**config.mk**
```make
export PLATFORM = sky130hd
export DESIGN_NAME = tx_fire_channel
export DESIGN_NICKNAME = d
export VERILOG_FILES = /design/src/rtl/tx_fire_channel.sv
export SDC_FILE = /design/constraint.sdc
export NUM_CORES = 1
export LEC_CHECK = 0
export BUFFER_PORTS_ARGS = -buffer_cell sky130_fd_sc_hd__buf_2
export CORE_ASPECT_RATIO = 1.75
export CORE_MARGIN = 2
export CORE_UTILIZATION = 53
export CTS_CLUSTER_SIZE = 16
export DETAILED_ROUTE_END_ITERATION = 16
export GPL_TIMING_DRIVEN = 1
export HOLD_SLACK_MARGIN = 0.06
export PLACE_DENSITY_LB_ADDON = 0.05
export SYNTH_ARGS = -nofsm -noshare
export SYNTH_HDL_FRONTEND = slang
export SYNTH_SLANG_ARGS = --single-unit
```
**constraint.sdc**
```tcl
create_clock -name clk -period 2.25 [get_ports clk]
set_input_delay 0.5625 -clock clk [delete_from_list [all_inputs] [get_ports clk]]
set_output_delay 0.5625 -clock clk [all_outputs]
set_load 0.02 [all_outputs]
```
**src/rtl/tx_fire_channel.sv**
```systemverilog
module tx_fire_channel #(
  parameter int DELAY_W   = 16,
  parameter int FINE_W    = 3,
  parameter int WIDTH_W   = 8,
  parameter int REP_W     = 4,
  parameter int MIN_WIDTH = 3
) (
  input  logic               clk,
  input  logic               rst_n,
  input  logic               cfg_valid,
  input  logic [DELAY_W-1:0] cfg_delay,
  input  logic [WIDTH_W-1:0] cfg_width,
  input  logic [REP_W-1:0]   cfg_reps,
  output logic               cfg_ack,
  input  logic               fire,
  output logic [FINE_W-1:0]  tap_sel,
  output logic               pulse_out,
  output logic               done,
  output logic               busy,
  output logic               overrun
);
  localparam int COARSE_W = DELAY_W - FINE_W;
  localparam int CNT_W    = (COARSE_W > WIDTH_W) ? COARSE_W : WIDTH_W;

  typedef enum logic [2:0] {S_IDLE, S_WAIT, S_HIGH, S_LOW, S_DONE} state_t;
  state_t state;

  logic [DELAY_W-1:0]  sh_delay;
  logic [WIDTH_W-1:0]  sh_width, sh_width_eff, act_width;
  logic [REP_W-1:0]    sh_reps, rep_left;
  logic [CNT_W-1:0]    cnt, width_ld;
  logic [COARSE_W-1:0] coarse;

  assign coarse       = sh_delay[DELAY_W-1:FINE_W];
  assign sh_width_eff = (sh_width < WIDTH_W'(MIN_WIDTH)) ? WIDTH_W'(MIN_WIDTH) : sh_width;
  assign width_ld     = CNT_W'(act_width) - CNT_W'(1);

  assign busy      = (state != S_IDLE);
  assign pulse_out = (state == S_HIGH);
  assign done      = (state == S_DONE);

  always_ff @(posedge clk) begin
    if (!rst_n) begin
      sh_delay <= '0;
      sh_width <= WIDTH_W'(MIN_WIDTH);
      sh_reps  <= '0;
      cfg_ack  <= 1'b0;
    end else begin
      cfg_ack <= cfg_valid;
      if (cfg_valid) begin
        sh_delay <= cfg_delay;
        sh_width <= cfg_width;
        sh_reps  <= cfg_reps;
      end
    end
  end

  always_ff @(posedge clk) begin
    if (!rst_n) begin
      state     <= S_IDLE;
      cnt       <= '0;
      act_width <= WIDTH_W'(MIN_WIDTH);
      rep_left  <= '0;
      tap_sel   <= '0;
      overrun   <= 1'b0;
    end else begin
      case (state)
        S_IDLE: if (fire) begin
          tap_sel   <= sh_delay[FINE_W-1:0];
          act_width <= sh_width_eff;
          rep_left  <= sh_reps;
          if (coarse == '0) begin
            state <= S_HIGH;
            cnt   <= CNT_W'(sh_width_eff) - CNT_W'(1);
          end else begin
            state <= S_WAIT;
            cnt   <= CNT_W'(coarse) - CNT_W'(1);
          end
        end
        S_WAIT: if (cnt == '0) begin
          state <= S_HIGH;
          cnt   <= width_ld;
        end else cnt <= cnt - CNT_W'(1);
        S_HIGH: if (cnt == '0) begin
          if (rep_left == '0) state <= S_DONE;
          else begin
            state <= S_LOW;
            cnt   <= width_ld;
          end
        end else cnt <= cnt - CNT_W'(1);
        S_LOW: if (cnt == '0) begin
          state    <= S_HIGH;
          cnt      <= width_ld;
          rep_left <= rep_left - REP_W'(1);
        end else cnt <= cnt - CNT_W'(1);
        S_DONE:  state <= S_IDLE;
        default: state <= S_IDLE;
      endcase
      if (fire && state != S_IDLE) overrun <= 1'b1;
    end
  end
endmodule

```
==> flow_summary_export.csv <==
group,metric,value,unit
final_layout,fillers,558,
clocking,clockBufferDepth,2,
power_and_ir_drop,ir_drop,0.0005682,V
setup_path,crit_fanout,6,
clocking,root_buffer,"clkbuf_8",
final_layout,finalNonFillerCells,555,
synth,yosys_register_bits,61,
sta,fin_skew,9.588,ps
synth,syn_nets,442,
synth,synth-adder-area-share,1.832,%
clocking,postCtsSetupRepairBufs,0,
sta,slew_headroom,41.17,%
setup_path,worst_setup_path_start_kind,"flop",
sta,tightest_slew,880.7,ps
clocking,clk_pin_slew,60,ps
synth,synth_cells,405,
setup_path,critPathBufInv,0,
global_routing,grt_pass1_wl,14100,µm
synth,synth_cell_types,56,
power_and_ir_drop,seq_power_share,40.3,%
global_routing,gr-total-overflow,0,
sta,fmax,478.1,MHz
drt,viasPerCell,5.701,
synth,yosysSeqAreaShare,35.75,%
final_layout,design_area,4128,µm²
power_and_ir_drop,p_per_area,781.0,nW/µm²
floorplan,rows,38,
setup_path,cp.arrival,2340,ps
setup_path,criticalPathCategory,"reg -> reg",
drt,routed_wl,8304,µm
global_routing,antenna_found_initial,0,
power_and_ir_drop,p_comb_share,30.2,%
synth,ys.flop_type,"dfxtp_1",
place,dp.cells,539,
setup_path,crit_family,"simple AND/OR/NAND/NOR gates",
setup_path,cpPeakStageDelay,530,ps
sta,rsz0062_at_grt,"no",
final_layout,fin_nets,507,
synth,synthXorXnorAreaFrac,4.359,%
sta,slew_viol_final,0,
drt,drt_iter0_markers,160,
final_layout,num_antenna_cells,0,
synth,synth_top_family_by_area,"simple AND/OR/NAND/NOR gates",
floorplan,fp.dieW,64.69,µm
status,status,"finished clean",
final_layout,area.sequential,1221,µm²
drt,wire_per_inst,14.96,µm
synth,avgSynthCellArea,8.434,µm²
drt,final_antenna_net_count,0,
synth,synth_edf_count,0,
floorplan,die_h,110.2,µm
place,dpl.hpwl,6259,µm
setup_path,crit_chain,"or4_4 > or3_1 > o31ai_4 > nor3_1 > o32ai_1",
clocking,clock_latency,340,ps
power_and_ir_drop,clkPwrFrac,29.5,%
setup_path,worst_ep_required_time,2490,ps
synth,synthSimpleGateAreaFrac,24.69,%
power_and_ir_drop,power_leakage,1.727,nW
final_layout,final_common_cell,"dfxtp_1",
sta,fin_crit_sh,92.96,%
sta,finalSetupViolCount,0,
place,portBuffers,39,
global_routing,grt_max_degree,30,
clocking,numCtsBuffers,9,
drt,drc,0,
place,place_area,3916,µm²
clocking,cts_tree,"done",
global_routing,grtUsageTotal,25.53,%
global_routing,grt_pass1_vias,3064,
sta,fin_setup_tns,0,ps
power_and_ir_drop,switchingPower,1.058,mW
clocking,cts.hold.buffers_added,0,
power_and_ir_drop,swShare,32.81,%
synth,synthArstFlopShare,0,%
clocking,clock-sinks,61,
final_layout,final_cell_mix,"dfxtp_1 (61), nand2_1 (44), buf_4 (40)",
power_and_ir_drop,p_int,2.166,mW
floorplan,ios,40,
place,gp_congestion,0.8708,
sta,final.min_clock_period,2092,ps
drt,first_pass_iters,6,
floorplan,initial_utilization,54.84,%
final_layout,drive_gt1_share,21.89,%
floorplan,fp.coreArea,6228,µm²
setup_path,cpMaxStageDelayCell,"or4_4",
job,max-cap-violations,0,
clocking,cts_resized,0,
sta,hold_viol,0,
clocking,htree_levels,3,
final_layout,multi_input_area,2069,µm²
synth,synth_area,3416,µm²
synth,synth_compound_area_share,19.19,%
hold_path,hold_class,"in -> reg",
synth,muxShareOfSynthArea,9.780,%
synth,ys_warn_count,0,
final_layout,syn_to_final_growth,20.84,%
drt,vias,3164,
setup_path,end_kind,"flop",
floorplan,die-area,7128,µm²
cell families after synthesis:
kind of cell               after synthesis
buffers and inverters                   38
DFF                                     61
muxes                                   33
and+or+nand+nor                        157
adders and majority gates                5
AOI/OAI and AO/OA                       94
xor gates and xnor gates                17
power by group through the flow:
stage	Clock, mW	Combinational [mW]	Sequential [mW]
floorplan	0	0.649	1.30
global placement	0	0.948	1.32
detailed placement	0	0.955	1.32
CTS	0.968	0.965	1.30
global route	1.01	1.08	1.32
finish	0.950	0.974	1.30
layout make-up:
class	instances	share of cell area (%)
Sequential cell	61	29.58
Timing Repair Buffer	79	12.00
Inverter	13	1.182
Clock inverter	4	1.152
Tap cell	80	2.425
Multi-Input combinational cell	306	50.14
Clock buffer	12	3.516
flip-flops by register name, indices dropped and copies added (netlist names), 3 cells and up:
register / flops
sh_delay: 16
cnt: 13
act_width: 8
sh_width: 8
rep_left: 4
sh_reps: 4
state: 3
tap_sel: 3
Yosys cell counts, types with 2 or more instances:
library cell,count,area [µm²]
nand4_1,3,18.77
xnor2_1,8,70.07
nor4_1,9,56.30
a21boi_1,9,67.56
or4_1,6,45.04
a211oi_1,7,52.55
inv_1,13,48.80
nand3_1,9,45.04
nor3b_1,4,30.03
clkbuf_1,22,82.58
a21oi_1,13,65.06
a311oi_1,3,26.28
o31ai_1,5,37.54
a21boi_0,3,22.52
buf_1,2,7.510
or3b_1,3,26.28
o21a_1,4,30.03
o21ai_1,7,35.03
o31a_1,2,17.52
nand2_1,44,165.2
o21ai_0,9,45.04
xor2_1,9,78.83
mux2i_1,30,300.3
nand2b_1,3,18.77
o32ai_1,4,35.03
o211ai_1,8,60.06
dfxtp_1,61,1221
nor3_1,13,65.06
nor2b_1,28,175.2
or2_1,2,12.51
mux2_1,2,22.52
a31oi_1,8,50.05
or3_1,8,50.05
ha_1,5,62.56
nor2_1,16,60.06
o22ai_1,3,18.77
final timing paths:
kind,startpoint,slack [ps],depth (start not counted),end
max,sh_delay[10]$_SDFFE_PN0P_,160,5,cnt[8]$_SDFFE_PN0P_
min,cfg_width[0],450,3,sh_width[0]$_SDFFE_PN1P_
max reg2reg,sh_delay[10]$_SDFFE_PN0P_,160,5,cnt[8]$_SDFFE_PN0P_
min reg2reg,sh_delay[2]$_SDFFE_PN0P_,450,2,tap_sel[2]$_SDFFE_PN0P_
stage by stage:
| stage | worst slack [ps] | total power, mW | utilization, % | hold WS [ps] |
|---|---|---|---|---|
| after floorplan | 11.27 | 1.945 | - | 430.1 |
| after global placement | 168.0 | 2.265 | 62.88 | 442.6 |
| after global routing | 3.403 | 3.410 | 66.27 | 458.6 |
| final | 158.5 | 3.224 | 66.27 | 445.9 |
| after CTS | 107.9 | 3.229 | 65.97 | 433.1 |
| after detailed placement | 130.8 | 2.276 | 62.88 | 448.4 |
tightest hold or removal path: stages:
cell,delay (ps)
buf_2,80
mux2i_1,50
nand2_1,60
per-layer routing:
| metal | vias to the layer above | GRT usage (%) | share of wire, % |
|---|---|---|---|
| met4 | 0 | 13.07 | 2.7 |
| met1 | 1479 | 28.88 | 42 |
| li1 | 1605 | - | - |
| met3 | 18 | 5.888 | 3.2 |
| met2 | 62 | 44.57 | 52 |
| met5 | - | 0 | 0 |
Power figures use the tool's default switching activity.
